==> config.mk <==
export PLATFORM = sky130hd
export DESIGN_NAME = rtc_bcd_core
export DESIGN_NICKNAME = d
export VERILOG_FILES = /design/src/rtl/rtc_bcd_pkg.sv /design/src/rtl/rtc_bcd_prescaler.sv /design/src/rtl/rtc_bcd_periodic.sv /design/src/rtl/rtc_bcd_calendar.sv /design/src/rtl/rtc_bcd_core.sv
export SDC_FILE = /design/constraint.sdc
export NUM_CORES = 1
export LEC_CHECK = 0
export ABC_AREA = 0
export ABC_CLOCK_PERIOD_IN_PS = 5800
export BUFFER_PORTS_ARGS = -buffer_cell sky130_fd_sc_hd__buf_4
export CAP_MARGIN = 40
export CORE_UTILIZATION = 60
export CTS_BUF_LIST = sky130_fd_sc_hd__clkbuf_8
export DETAILED_ROUTE_END_ITERATION = 6
export PLACE_DENSITY = 0.78
export SLEW_MARGIN = 0
export SYNTH_ARGS = -nofsm -noshare
export SYNTH_HDL_FRONTEND = slang
export SYNTH_SLANG_ARGS = --single-unit
export TNS_END_PERCENT = 20
==> constraint.sdc <==
create_clock -name clk_i -period 5.8 [get_ports clk_i]
set_clock_uncertainty 0.2 [all_clocks]
set_input_delay 0.87 -clock clk_i [delete_from_list [all_inputs] [get_ports clk_i]]
set_output_delay 0.87 -clock clk_i [all_outputs]
set_load 0.1 [all_outputs]
==> src/rtl/rtc_bcd_pkg.sv <==
package rtc_bcd_pkg;

   localparam int NUM_FIELDS = 7;
   localparam int F_SEC  = 0;
   localparam int F_MIN  = 1;
   localparam int F_HOUR = 2;
   localparam int F_WDAY = 3;
   localparam int F_MDAY = 4;
   localparam int F_MON  = 5;
   localparam int F_YEAR = 6;
   localparam int REG_CTLA = 7;
   localparam int REG_CTLB = 8;
   localparam int REG_STSC = 9;
   localparam int REG_STSD = 10;
   localparam int NUM_REGS = 11;

   localparam logic [6:0] CTLA_RESET = 7'h26;
   localparam logic [7:0] CTLB_RESET = 8'h42;
   localparam int CTLB_FREEZE = 7;
   localparam int CTLB_PIE    = 6;

   typedef logic [7:0] bcd_t;
   typedef bcd_t [NUM_FIELDS-1:0] tfields_t;

   // power-on calendar
   function automatic tfields_t fields_reset();
      tfields_t f;
      f[F_SEC]  = 8'h00;
      f[F_MIN]  = 8'h00;
      f[F_HOUR] = 8'h00;
      f[F_WDAY] = 8'h07;
      f[F_MDAY] = 8'h01;
      f[F_MON]  = 8'h01;
      f[F_YEAR] = 8'h00;
      return f;
   endfunction

   // next BCD value, wrapping from last to first
   function automatic bcd_t bcd_step(bcd_t v, bcd_t last, bcd_t first);
      if (v == last)
         return first;
      else if (v[3:0] == 4'd9)
         return {v[7:4] + 4'd1, 4'd0};
      else
         return {v[7:4], v[3:0] + 4'd1};
   endfunction

   // two-digit BCD year divisible by four
   function automatic logic bcd_leap(bcd_t y);
      if (!y[4])
         return (y[3:0] == 4'd0) || (y[3:0] == 4'd4) || (y[3:0] == 4'd8);
      else
         return (y[3:0] == 4'd2) || (y[3:0] == 4'd6);
   endfunction

   // last day of a BCD month
   function automatic bcd_t bcd_month_end(bcd_t mon, bcd_t year);
      case (mon)
         8'h02:                      return bcd_leap(year) ? 8'h29 : 8'h28;
         8'h04, 8'h06, 8'h09, 8'h11: return 8'h30;
         default:                    return 8'h31;
      endcase
   endfunction

   function automatic logic div_held(logic [2:0] sel);
      return sel[2] & sel[1];
   endfunction

endpackage

==> src/rtl/rtc_bcd_prescaler.sv <==
module rtc_bcd_prescaler #(
   parameter int TICK_HZ = 32768
) (
   input  logic clk_i,
   input  logic rst_ni,
   input  logic tick_i,
   input  logic run_i,
   output logic sec_o
);
   localparam int CNT_W = (TICK_HZ > 2) ? $clog2(TICK_HZ) : 1;
   localparam logic [CNT_W-1:0] TOP  = CNT_W'(TICK_HZ - 1);
   localparam logic [CNT_W-1:0] HALF = CNT_W'(TICK_HZ / 2);

   logic [CNT_W-1:0] cnt_q;
   logic             at_top;

   assign at_top = (cnt_q == TOP);
   assign sec_o  = run_i & tick_i & at_top;

   // held at the half point so a release yields a half-period first second
   always_ff @(posedge clk_i or negedge rst_ni) begin
      if (!rst_ni)
         cnt_q <= '0;
      else if (!run_i)
         cnt_q <= HALF;
      else if (tick_i)
         cnt_q <= at_top ? '0 : cnt_q + 1'b1;
   end
endmodule

==> src/rtl/rtc_bcd_periodic.sv <==
module rtc_bcd_periodic #(
   parameter int PIE_DIV = 32
) (
   input  logic clk_i,
   input  logic rst_ni,
   input  logic tick_i,
   input  logic en_i,
   output logic irq_o
);
   localparam int  PW   = (PIE_DIV > 2) ? $clog2(PIE_DIV) : 1;
   localparam bit  POW2 = ((PIE_DIV & (PIE_DIV - 1)) == 0);

   logic [PW-1:0] cnt_q;
   logic          hit;

   generate
      if (POW2) begin : g_pow2
         assign hit = &cnt_q;
         always_ff @(posedge clk_i or negedge rst_ni) begin
            if (!rst_ni)
               cnt_q <= '0;
            else if (!en_i)
               cnt_q <= '0;
            else if (tick_i)
               cnt_q <= cnt_q + 1'b1;
         end
      end else begin : g_cmp
         assign hit = (cnt_q == PW'(PIE_DIV - 1));
         always_ff @(posedge clk_i or negedge rst_ni) begin
            if (!rst_ni)
               cnt_q <= '0;
            else if (!en_i)
               cnt_q <= '0;
            else if (tick_i)
               cnt_q <= hit ? '0 : cnt_q + 1'b1;
         end
      end
   endgenerate

   always_ff @(posedge clk_i or negedge rst_ni) begin
      if (!rst_ni)
         irq_o <= 1'b0;
      else
         irq_o <= en_i & tick_i & hit;
   end
endmodule

==> src/rtl/rtc_bcd_calendar.sv <==
module rtc_bcd_calendar
   import rtc_bcd_pkg::*;
#(
   parameter int ADDR_W = 4
) (
   input  logic              clk_i,
   input  logic              rst_ni,
   input  logic              adv_i,
   input  logic              wr_en_i,
   input  logic [ADDR_W-1:0] addr_i,
   input  logic [7:0]        wdata_i,
   output tfields_t          time_o
);
   tfields_t cur_q, step_d, nxt_d;
   logic     c_min, c_hour, c_day, c_mon, c_year;
   bcd_t     eom;

   assign eom    = bcd_month_end(cur_q[F_MON], cur_q[F_YEAR]);
   assign c_min  = cur_q[F_SEC] == 8'h59;
   assign c_hour = c_min  & (cur_q[F_MIN]  == 8'h59);
   assign c_day  = c_hour & (cur_q[F_HOUR] == 8'h23);
   assign c_mon  = c_day  & (cur_q[F_MDAY] == eom);
   assign c_year = c_mon  & (cur_q[F_MON]  == 8'h12);

   // carry chain evaluated on the pre-increment values
   always_comb begin
      step_d = cur_q;
      if (adv_i) begin
         step_d[F_SEC] = bcd_step(cur_q[F_SEC], 8'h59, 8'h00);
         if (c_min)  step_d[F_MIN]  = bcd_step(cur_q[F_MIN],  8'h59, 8'h00);
         if (c_hour) step_d[F_HOUR] = bcd_step(cur_q[F_HOUR], 8'h23, 8'h00);
         if (c_day) begin
            step_d[F_WDAY] = bcd_step(cur_q[F_WDAY], 8'h07, 8'h01);
            step_d[F_MDAY] = bcd_step(cur_q[F_MDAY], eom,   8'h01);
         end
         if (c_mon)  step_d[F_MON]  = bcd_step(cur_q[F_MON],  8'h12, 8'h01);
         if (c_year) step_d[F_YEAR] = bcd_step(cur_q[F_YEAR], 8'h99, 8'h00);
      end
   end

   // a bus write overrides the stepped value of its own field
   generate
      for (genvar i = 0; i < NUM_FIELDS; i++) begin : g_field
         assign nxt_d[i] = (wr_en_i && addr_i == ADDR_W'(i)) ? wdata_i : step_d[i];
      end
   endgenerate

   always_ff @(posedge clk_i or negedge rst_ni) begin
      if (!rst_ni)
         cur_q <= fields_reset();
      else
         cur_q <= nxt_d;
   end

   assign time_o = cur_q;
endmodule

==> src/rtl/rtc_bcd_core.sv <==
module rtc_bcd_core
   import rtc_bcd_pkg::*;
#(
   parameter int TICK_HZ = 32768,
   parameter int PIE_DIV = 32,
   parameter int ADDR_W  = 4
) (
   input  logic              clk_i,
   input  logic              rst_ni,
   input  logic              tick_i,
   input  logic              wr_en_i,
   input  logic              rd_en_i,
   input  logic [ADDR_W-1:0] addr_i,
   input  logic [7:0]        wdata_i,
   output logic [7:0]        rdata_o,
   output logic              irq_o
);
   localparam logic [ADDR_W-1:0] A_CTLA = ADDR_W'(REG_CTLA);
   localparam logic [ADDR_W-1:0] A_CTLB = ADDR_W'(REG_CTLB);

   generate
      if (TICK_HZ < 4 || (TICK_HZ % 2) != 0) begin : g_bad_tick
         $error("TICK_HZ must be even and at least 4");
      end
      if (PIE_DIV < 2) begin : g_bad_pie
         $error("PIE_DIV must be at least 2");
      end
      if ((1 << ADDR_W) < NUM_REGS) begin : g_bad_addr
         $error("ADDR_W too narrow for the register map");
      end
   endgenerate

   logic [6:0] ctla_q;
   logic       uip_q;
   logic [7:0] ctlb_q;
   logic       div_run, sec_tick, adv;
   logic       rd_ctla;
   tfields_t   time_q;
   logic [7:0] rd_mux;

   assign div_run = !div_held(ctla_q[6:4]);
   assign adv     = sec_tick & ~ctlb_q[CTLB_FREEZE];
   assign rd_ctla = rd_en_i && (addr_i == A_CTLA);

   rtc_bcd_prescaler #(.TICK_HZ(TICK_HZ)) u_pre (
      .clk_i (clk_i),
      .rst_ni(rst_ni),
      .tick_i(tick_i),
      .run_i (div_run),
      .sec_o (sec_tick)
   );

   rtc_bcd_calendar #(.ADDR_W(ADDR_W)) u_cal (
      .clk_i  (clk_i),
      .rst_ni (rst_ni),
      .adv_i  (adv),
      .wr_en_i(wr_en_i),
      .addr_i (addr_i),
      .wdata_i(wdata_i),
      .time_o (time_q)
   );

   rtc_bcd_periodic #(.PIE_DIV(PIE_DIV)) u_pie (
      .clk_i (clk_i),
      .rst_ni(rst_ni),
      .tick_i(tick_i),
      .en_i  (ctlb_q[CTLB_PIE]),
      .irq_o (irq_o)
   );

   always_ff @(posedge clk_i or negedge rst_ni) begin
      if (!rst_ni) begin
         ctla_q <= CTLA_RESET;
         ctlb_q <= CTLB_RESET;
      end else if (wr_en_i) begin
         if (addr_i == A_CTLA) ctla_q <= wdata_i[6:0];
         if (addr_i == A_CTLB) ctlb_q <= wdata_i;
      end
   end

   // read-only status bit, flipped by every read of control A
   always_ff @(posedge clk_i or negedge rst_ni) begin
      if (!rst_ni)
         uip_q <= 1'b0;
      else if (rd_ctla)
         uip_q <= ~uip_q;
   end

   always_comb begin
      rd_mux = 8'h00;
      for (int i = 0; i < NUM_FIELDS; i++)
         if (addr_i == ADDR_W'(i)) rd_mux = time_q[i];
      if (addr_i == A_CTLA) rd_mux = {~uip_q, ctla_q};
      if (addr_i == A_CTLB) rd_mux = ctlb_q;
   end

   always_ff @(posedge clk_i or negedge rst_ni) begin
      if (!rst_ni)
         rdata_o <= 8'h00;
      else if (rd_en_i)
         rdata_o <= rd_mux;
   end
endmodule

==> run_summary.xml <==
<?xml version="1.0" encoding="UTF-8"?>
<metrics>
  <group name="outcome">
    <metric name="status" unit="">completed</metric>
  </group>
  <group name="detailed_routing">
    <metric name="num_vias" unit="">6222</metric>
    <metric name="antenna_violating_nets_post_route" unit="">0</metric>
    <metric name="route.detailed.drc" unit="">0</metric>
    <metric name="post_drt_via_cell_ratio" unit="">6.655</metric>
    <metric name="drt_wl_total" unit="microns">18820</metric>
    <metric name="drt-wirelength-per-cell" unit="microns">20.13</metric>
    <metric name="firstDrtPassIters" unit="">5</metric>
    <metric name="drt-initial-drc-count" unit="">497</metric>
  </group>
  <group name="placed_design">
    <metric name="dp.final_hpwl" unit="microns">13340</metric>
    <metric name="port_buffers" unit="">25</metric>
    <metric name="gpl.final_weighted_congestion" unit="">0.9902</metric>
    <metric name="post-place-ws" unit="ns">2.337</metric>
    <metric name="dpl_cell_area" unit="sq um">7082</metric>
  </group>
  <group name="synthesis">
    <metric name="ys_seq_area_frac" unit="">0.3664</metric>
    <metric name="postSynthRegisterBits" unit="">101</metric>
    <metric name="yosys_warnings" unit="">0</metric>
    <metric name="postSynthAreaPerCell" unit="sq um">8.665</metric>
    <metric name="syn-cell-area" unit="sq um">6932</metric>
    <metric name="synth-main-ff-cell" unit="">dfrtp_1</metric>
    <metric name="synth_edf_count" unit="">0</metric>
    <metric name="synth-async-reset-ratio" unit="">1.000</metric>
    <metric name="netlist-cell-type-count" unit="">87</metric>
    <metric name="syn_inst" unit="">800</metric>
    <metric name="net_count_of_the_mapped_netlist" unit="">842</metric>
  </group>
  <group name="clock_network">
    <metric name="cts_hold_repair.buffers" unit="">0</metric>
    <metric name="cts.root.buffer_cell" unit="">clkbuf_8</metric>
    <metric name="cts.reportedPaths.clkPinSlew" unit="ns">0.10</metric>
    <metric name="cts.htree.levels" unit="">3</metric>
    <metric name="post_cts_resize_count" unit="">0</metric>
    <metric name="clock_sink_count" unit="">101</metric>
    <metric name="cts_buffer_depth" unit="">2</metric>
    <metric name="post-cts-setup-buffers" unit="">0</metric>
    <metric name="tritoncts" unit="">done</metric>
    <metric name="insertion_delay_to_the_later_sink_of_the_worst_skew_pair" unit="ns">0.39</metric>
    <metric name="cts_made_buffers" unit="">9</metric>
  </group>
  <group name="job">
    <metric name="maxCapViolCount" unit="">0</metric>
  </group>
  <group name="floorplanning">
    <metric name="die_w" unit="microns">109.5</metric>
    <metric name="die-height" unit="microns">109.5</metric>
    <metric name="ioPinCount" unit="">26</metric>
    <metric name="row_count" unit="">38</metric>
    <metric name="area_of_the_placeable_core" unit="sq um">11030</metric>
    <metric name="dieArea" unit="sq um">11990</metric>
    <metric name="initial_core_util" unit="">0.6284</metric>
  </group>
  <group name="hold_path">
    <metric name="hold_path.class" unit="">input port to async pin</metric>
  </group>
  <group name="global_route">
    <metric name="initial_antenna_violation_count" unit="">0</metric>
    <metric name="global_route_wire_length_before_repair" unit="microns">29830</metric>
    <metric name="globalRouteTotalUtil" unit="">0.3310</metric>
    <metric name="grt_pass1_vias" unit="">5919</metric>
    <metric name="grt_max_degree" unit="">57</metric>
    <metric name="grt_remaining_overflow" unit="">0</metric>
  </group>
  <group name="timing">
    <metric name="hold_viol_final" unit="">0</metric>
    <metric name="grt_setup_unrepaired" unit="">false</metric>
    <metric name="slew_violations" unit="">0</metric>
    <metric name="setup_slack" unit="ns">2.690</metric>
    <metric name="number_of_setup_violations_in_the_final_report" unit="">0</metric>
    <metric name="totalNegativeSetupSlack" unit="ns">0</metric>
    <metric name="fin_crit" unit="ns">3.110</metric>
    <metric name="post-route-period-util" unit="">0.5361</metric>
    <metric name="timing.slew.headroom" unit="">0.3430</metric>
    <metric name="worst_pin_slew" unit="ns">0.9766</metric>
    <metric name="maxClockFrequency" unit="MHz">321.6</metric>
  </group>
  <group name="pwr">
    <metric name="vdd_ir_drop_max" unit="mV">0.2927</metric>
    <metric name="power_frac_clock" unit="">0.219</metric>
    <metric name="p_int" unit="W">0.001245</metric>
    <metric name="p_sw_frac" unit="">0.3807</metric>
    <metric name="static-leakage-power" unit="nW">3.047</metric>
    <metric name="p_sw" unit="W">0.0007654</metric>
    <metric name="combPwrFrac" unit="">0.270</metric>
    <metric name="seq_power_share" unit="">0.510</metric>
    <metric name="total_power" unit="W">0.002011</metric>
    <metric name="power_density" unit="nW/um^2">276.7</metric>
  </group>
  <group name="final_layout">
    <metric name="layout_filler_cell_count" unit="">933</metric>
    <metric name="area_of_the_multi_input_gates" unit="sq um">4048</metric>
    <metric name="area_delta_synth_final" unit="%">4.838</metric>
    <metric name="insertedDiodeCount" unit="">0</metric>
    <metric name="layout-drive-gt1-share" unit="">0.1333</metric>
    <metric name="finalInstanceArea" unit="sq um">7267</metric>
    <metric name="nNetsFinal" unit="">832</metric>
    <metric name="sequential_cell_area" unit="sq um">2540</metric>
  </group>
  <group name="critical_path">
    <metric name="cp_data_arrival_time" unit="ns">3.19</metric>
    <metric name="worst-setup-path-type" unit="">input port to register</metric>
    <metric name="critical_path_peak_fanout" unit="">50</metric>
    <metric name="worstSetupStartpointType" unit="">input port</metric>
    <metric name="endpoint_kind" unit="">register</metric>
    <metric name="worst-endpoint-required" unit="ns">5.88</metric>
  </group>
</metrics>
-- placed cells by master (no fill, tap or decap), types with 15 or more instances in the layout --
cell type and count:
ha_1 25, nand3_1 48, nand2_1 81, dfrtp_1 91, a21oi_1 47, nor3_1 20
mux2i_1 15, inv_1 31, buf_4 27, nor2_1 69, o21ai_0 55, mux2_2 24
-- through the flow --
stage	util	hold slack, ns	cells
detailed placement	0.6420	0.2746	919
CTS	0.6588	0.2926	935
global route	0.6588	0.3183	935
global placement	0.6420	0.2681	919
finish	0.6588	0.2798	935
floorplan	-	0.2459	800
-- Yosys cell counts, types with 10 or more instances --
cell      count  area [sq um]
a21oi_1      47         235.2
a22o_1       10         87.58
a31oi_1      14         87.58
and3_1       11         68.82
clkbuf_1     32         120.1
dfrtp_1      91          2277
dfstp_2      10         262.8
ha_1         25         312.8
inv_1        31         116.4
mux2_2       24         270.3
mux2i_1      15         150.1
nand2_1      81         304.0
nand2b_1     13         81.33
nand3_1      48         240.2
nand4_1      14         87.58
nor2_1       69         259.0
nor2b_1      12         75.07
nor3_1       20         100.1
o21ai_0      55         275.3
o31ai_1      10         75.07
-- layout make-up --
class	instances	area share
Inverter	31	0.01601
Timing Repair Buffer	27	0.02789
Multi-Input combinational cell	620	0.5570
Sequential cell	101	0.3495
Clock inverter	5	0.004649
Tap cell	140	0.02410
Clock buffer	11	0.02083
-- final timing paths --
check,start,end,slack (ns),cells after the start
hold reg to reg,uip_q,uip_q,0.29,1
setup reg to reg,u_cal.time_o[40],u_cal.time_o[33],2.69,6
setup / recovery,addr_i[0],u_cal.time_o[47],2.69,6
hold / removal,rst_ni,u_pre.cnt_q[5],0.28,1
min in group clk_i,uip_q,uip_q,0.29,1
max in group asynchronous,rst_ni,u_cal.time_o[49],3.97,2
-- power groups by stage --
stage	Clock [W]	Sequential, W	Combinational [W]
3_3_place_gp	0	0.00102	0.000514
2_1_floorplan	0	0.000999	0.000396
3_5_place_dp	0	0.00103	0.000539
4_1_cts	0.000444	0.00101	0.000541
6_report	0.000441	0.00103	0.000544
5_1_grt	0.000470	0.00104	0.000602
-- sequential cells by signal, summed over array words and instances (netlist names) --
name	cells
ctla_q	7
ctlb_q	8
rdata_o	8
u_cal.time_o	56
u_pie.cnt_q	5
u_pie.irq_o	1
u_pre.cnt_q	15
uip_q	1
-- kinds of logic after synthesis --
group	synth area share
simple gates	0.2758
flops	0.3664
compound gates	0.1769
fa+ha+maj	0.04513
buf+inv	0.04964
mux	0.06715
xor+xnor	0.01895
-- worst max-delay path, cell delays in order --
cell and delay (ns):
buf_4 0.40, nor2b_1 0.58, and3_1 0.52, nor3_1 0.15
o311a_2 0.38, a211o_1 0.26
-- layer usage --
| metal | GRT usage | share of wire | up-vias | wire (microns) |
|---|---|---|---|---|
| met5 | 0 | 0 | - | 0 |
| met4 | 0.1543 | 0.031 | 0 | 592 |
| met3 | 0.07469 | 0.085 | 57 | 1605 |
| met2 | 0.5225 | 0.46 | 284 | 8635 |
| met1 | 0.4325 | 0.42 | 2986 | 7987 |
| li1 | - | - | 2895 | - |
Note: power is estimated with default switching activity, not from simulation.
